## src/rtl/msg_seg_ctrl.sv

```systemverilog
module msg_seg_ctrl #(
  parameter int SEG_W = 5,
  parameter int HOLD  = 2
) (
  input  logic             clk,
  input  logic             rst_n,
  input  logic             host_mode,
  input  logic [SEG_W-1:0] host_sel,
  input  logic             start,
  input  logic             seq_a14,
  output logic [SEG_W-1:0] seg_addr,
  output logic             play_n,
  output logic             seq_reset,
  output logic             busy
);
  localparam int CNT_W = (HOLD > 1) ? $clog2(HOLD) : 1;
  localparam logic [CNT_W-1:0] CNT_LAST = CNT_W'(HOLD - 1);

  typedef enum logic [2:0] {S_IDLE, S_SETUP, S_PULSE, S_RUN, S_STOP} st_t;

  st_t              state;
  logic [CNT_W-1:0] cnt;
  logic             a14_q;
  logic             fresh;
  logic             a14_fall;

  assign a14_fall  = a14_q & ~seq_a14;
  assign play_n    = (state != S_PULSE);
  assign seq_reset = (state == S_STOP);
  assign busy      = (state != S_IDLE);

  always_ff @(posedge clk or negedge rst_n) begin
    if (!rst_n) begin
      state    <= S_IDLE;
      seg_addr <= '0;
      cnt      <= '0;
      a14_q    <= 1'b0;
      fresh    <= 1'b1;
    end else begin
      a14_q <= seq_a14;
      case (state)
        S_IDLE:
          if (start) begin
            state <= S_SETUP;
            fresh <= 1'b0;
            if (host_mode)  seg_addr <= host_sel;
            else if (fresh) seg_addr <= '0;
            else            seg_addr <= seg_addr + SEG_W'(1);
          end
        S_SETUP: state <= S_PULSE;
        S_PULSE: state <= S_RUN;
        S_RUN:
          if (a14_fall) begin
            state <= S_STOP;
            cnt   <= '0;
          end
        S_STOP:
          if (cnt == CNT_LAST) state <= S_IDLE;
          else                 cnt   <= cnt + CNT_W'(1);
        default: state <= S_IDLE;
      endcase
    end
  end

  p_play_one_cycle_r6: assert property (@(posedge clk) disable iff (!rst_n)
    !play_n |=> play_n);

  p_play_when_busy_r6: assert property (@(posedge clk) disable iff (!rst_n)
    !play_n |-> busy);

  p_seg_hold_r5: assert property (@(posedge clk) disable iff (!rst_n)
    (busy && $past(busy)) |-> (seg_addr == $past(seg_addr)));

  p_ignore_trig_r9: assert property (@(posedge clk) disable iff (!rst_n)
    (busy && start) |=> $stable(seg_addr));

  p_stop_on_fall_r7: assert property (@(posedge clk) disable iff (!rst_n)
    (state == S_RUN && a14_fall) |=> seq_reset);

  p_hold_len_r7: assert property (@(posedge clk) disable iff (!rst_n)
    $fell(seq_reset) |-> ($past(cnt) == CNT_LAST));

  p_idle_quiet_r10: assert property (@(posedge clk) disable iff (!rst_n)
    (!busy && !start) |=> (!busy && !seq_reset));

endmodule

```

## config.mk

```make
export PLATFORM = sky130hd
export DESIGN_NAME = msg_seg_ctrl
export DESIGN_NICKNAME = d
export VERILOG_FILES = /design/src/rtl/msg_seg_ctrl.sv
export SDC_FILE = /design/constraint.sdc
export NUM_CORES = 1
export LEC_CHECK = 0
export ABC_AREA = 1
export BUFFER_PORTS_ARGS = -buffer_cell sky130_fd_sc_hd__buf_2
export CAP_MARGIN = 20
export CELL_PAD_IN_SITES_DETAIL_PLACEMENT = 1
export CELL_PAD_IN_SITES_GLOBAL_PLACEMENT = 2
export CORE_MARGIN = 2
export CORE_UTILIZATION = 29
export DETAILED_ROUTE_END_ITERATION = 16
export PLACE_DENSITY = 0.79
export SLEW_MARGIN = 20
export SYNTH_ARGS = -nofsm -noshare
export SYNTH_HDL_FRONTEND = slang
export SYNTH_SLANG_ARGS = --single-unit
export TNS_END_PERCENT = 5
```

## constraint.sdc

```tcl
create_clock -name clk -period 2.7 [get_ports clk]
set_clock_uncertainty 0.1 [all_clocks]
set_input_delay 0.27 -clock clk [delete_from_list [all_inputs] [get_ports clk]]
set_output_delay 0.27 -clock clk [all_outputs]
set_load 0.02 [all_outputs]
```

==> flow_summary_export.csv <==
group,metric,value,unit
floorplan,fp.dieW,50.2,um
timing,final-setup-viol-count,0,
setup_path,timing.rr.start,"seg_addr[0]$_DFFE_PN0P_",
floorplan,start_util,0.312,
finish,fin_nets,113,
timing,tns,0,ns
floorplan,die_y,50.2,um
hold_path,hold_class,"input pin to flip-flop",
yosys,synth_top_area_share,0.405,
global_routing,grt_overflow,0,
timing,rsz0062_at_grt,"no",
floorplan,num_rows,16,
yosys,synthCells,79,
yosys,syn-num-nets,90,
floorplan,core_area,1980,um^2
yosys,ys_warn_count,0,
yosys,synth_edf_count,0,
setup_path,crit_family,"flip-flops",
placement,dp_hpwl,1150,um
finish,antenna_cells,0,
global_routing,grt_pass1_wl,2550,um
yosys,synthAdderAreaFrac,0.0202,
clock_tree,cts_sinks,11,
floorplan,die_area,2520,um^2
setup_path,worstPathCellList,"nor2_4 > inv_1 > nor2_1 > buf_2",
yosys,synth-simple-area-share,0.360,
clock_tree,cts_resized,0,
pwr,p_per_area,997,nW/um^2
placement,io_buffer_count,17,
drt,initialDrtViolationCount,8,
floorplan,io_pins,18,
drt,first_pass_iters,4,
clock_tree,clock_path_buffers,2,
finish,ff_latch_area,277,um^2
setup_path,worst_setup_path_end_kind,"output port",
setup_path,worstPathArrival,1.20,ns
hold_path,worstHoldStart,"seq_a14",
clock_tree,htree_levels,1,
timing,finalCritPeriodShare,0.583,
global_routing,grt_max_degree,12,
drt,wl_per_cell,11.3,um
flow_run,drv_cap,0,
finish,stdcell_count,128,
yosys,synth_xor_xnor_area_share,0,
placement,placedCellCount,123,
finish,area_growth,25.1,%
finish,multi_input_area,289,um^2
timing,relSlewSlack,0.827,
yosys,synthMuxAreaShare,0,
yosys,synth-compound-area-share,0.0870,
yosys,synth_area,618,um^2
setup_path,crit_path_top_delay_cell,"dfrtp_1",
yosys,synthTopCellsByArea,"dfrtp_1 40%, nand2_1 14%, inv_1 7.9%",
setup_path,cp-startpoint,"state[1]$_DFFE_PN0P_",
yosys,synth-seq-cells,11,
clock_tree,path_clk_slew,0.07,ns
setup_path,worst-endpoint-required,2.33,ns
global_routing,antenna_found_initial,0,
setup_path,crit_path_max_incr_delay,0.42,ns
drt,wirelength,1450,um
yosys,synthFlopType,"dfrtp_1",
timing,slew_violations,0,
yosys,ys_seq_area_frac,0.447,
yosys,syn_avg_cell_area,7.82,um^2
placement,gp_congestion,0.740,
drt,route.detailed.drc,0,
finish,drive_above_1_share,0.297,
setup_path,crit_path_max_fanout,5,
clock_tree,cts_buffers,3,
yosys,synth_top_family_by_area,"simple AND/OR/NAND/NOR gates",
setup_path,path_buf_inv,2,
finish,fillCellCount,262,
drt,via_per_inst,4.45,
drt,ant_nets,0,
timing,fmax,635,MHz
setup_path,crit_type,"flip-flop to output port",
status,outcome,"complete, no violations",
clock_tree,insertion_delay,0.27,ns
drt,via_count,569,
clock_tree,cts-root-buf,"clkbuf_4",
yosys,synth-async-reset-ratio,1.00,
timing,tightest_slew,0.260,ns
global_routing,grt_pass1_vias,573,
yosys,post-synth-top-count-cell,"nand2_1",
timing,fin_crit,1.57,ns
global_routing,track_usage,0.134,
setup_path,start_kind,"flip-flop",
timing,hold_viol,0,
pwr,max-vdd-ir-drop,0.472,mV
finish,utilization,0.390,
yosys,yosysUniqueCellTypes,20,
yosys,yosysTopAreaCell,"dfrtp_1",
yosys,synth_common_cells,"23 x nand2_1, 13 x inv_1, 10 x dfrtp_1",
clock_tree,cts_tree,"yes",
pwr,leakagePower,0.000423,uW
## cells by family (layout without fill, tap and decap cells)
group / count (synthesis) / count (layout)
compound gates: 8 / 8
flops: 11 / 11
fa+ha+maj: 1 / 1
simple gates: 45 / 45
buf+inv: 14 / 36
## timing repair
| action | CTS | global route |
|---|---|---|
| endpoints found under the hold margin | 10 | 0 |
| hold buffers | 1 | 0 |
| buffers inserted | 0 | 0 |
## routing by layer
layer | GRT usage | up-vias | share of wire
met1 | 0.161 | 258 | 0.46
met4 | 0.0278 | 0 | 0.0055
met5 | 0 | - | 0
li1 | - | 296 | -
met2 | 0.228 | 13 | 0.49
met3 | 0.0476 | 2 | 0.052
## final timing paths
| check | to | slack (ns) | cells after the start |
|---|---|---|---|
| max | seq_reset | 1.13 | 4 |
| min | a14_q$_DFF_PN0_ | 0.02 | 1 |
| max reg2reg | seg_addr[2]$_DFFE_PN0P_ | 1.41 | 6 |
| min reg2reg | fresh$_DFFE_PN1P_ | 0.37 | 2 |
| max in group asynchronous | fresh$_DFFE_PN1P_ | 1.93 | 2 |
| min in group asynchronous | seg_addr[0]$_DFFE_PN0P_ | 0.29 | 2 |
## metrics by stage
stage / hold slack (ns) / worst slack [ns] / area (um^2) / total power [uW]
2_1_floorplan: -0.126 / 1.40 / 618 / 547
3_3_place_gp: 0.0669 / 1.43 / 737 / 653
3_5_place_dp: 0.0561 / 1.41 / 737 / 664
4_1_cts: 0.0112 / 1.11 / 773 / 786
5_1_grt: 0.0170 / 1.03 / 773 / 843
6_report: 0.0200 / 1.13 / 773 / 771
## sequential cells by signal (all words and copies together) (netlist names)
| signal | count |
|---|---|
| state | 3 |
| fresh | 1 |
| seg_addr | 5 |
| cnt | 1 |
| a14_q | 1 |
## power by group
group / internal (uW) / total, uW / switching [uW] / leakage (uW)
sequential: 225 / 299 / 74.0 / 0.000131
clock: 57.2 / 116 / 58.5 / 0.0000150
combinational: 129 / 357 / 228 / 0.000278
total: 410 / 771 / 361 / 0.000423
## area by class of cell
type | count | share of cell area
inverters | 14 | 0.0680
well taps | 27 | 0.0437
flip-flops and latches | 11 | 0.358
repair buffers | 18 | 0.123
clock buffers | 4 | 0.0340
multi-input cells | 54 | 0.374
## cells in the final DEF (no fill, tap or decap)
cell	instances
inv_2	1
o22ai_1	1
o21ai_0	2
o21ai_1	1
clkbuf_1	1
a22oi_1	1
nor3_1	1
buf_2	17
dfstp_2	1
nor2_2	1
nor2_1	5
nand3_1	7
dfrtp_1	10
clkbuf_4	3
nand3_4	1
nor2_4	2
dlygate4sd3_1	1
nand2_1	23
nand2_2	2
ha_1	1
a21oi_2	2
o31ai_1	1
nand4_1	3
inv_1	13
Power figures use the tool's default switching activity.
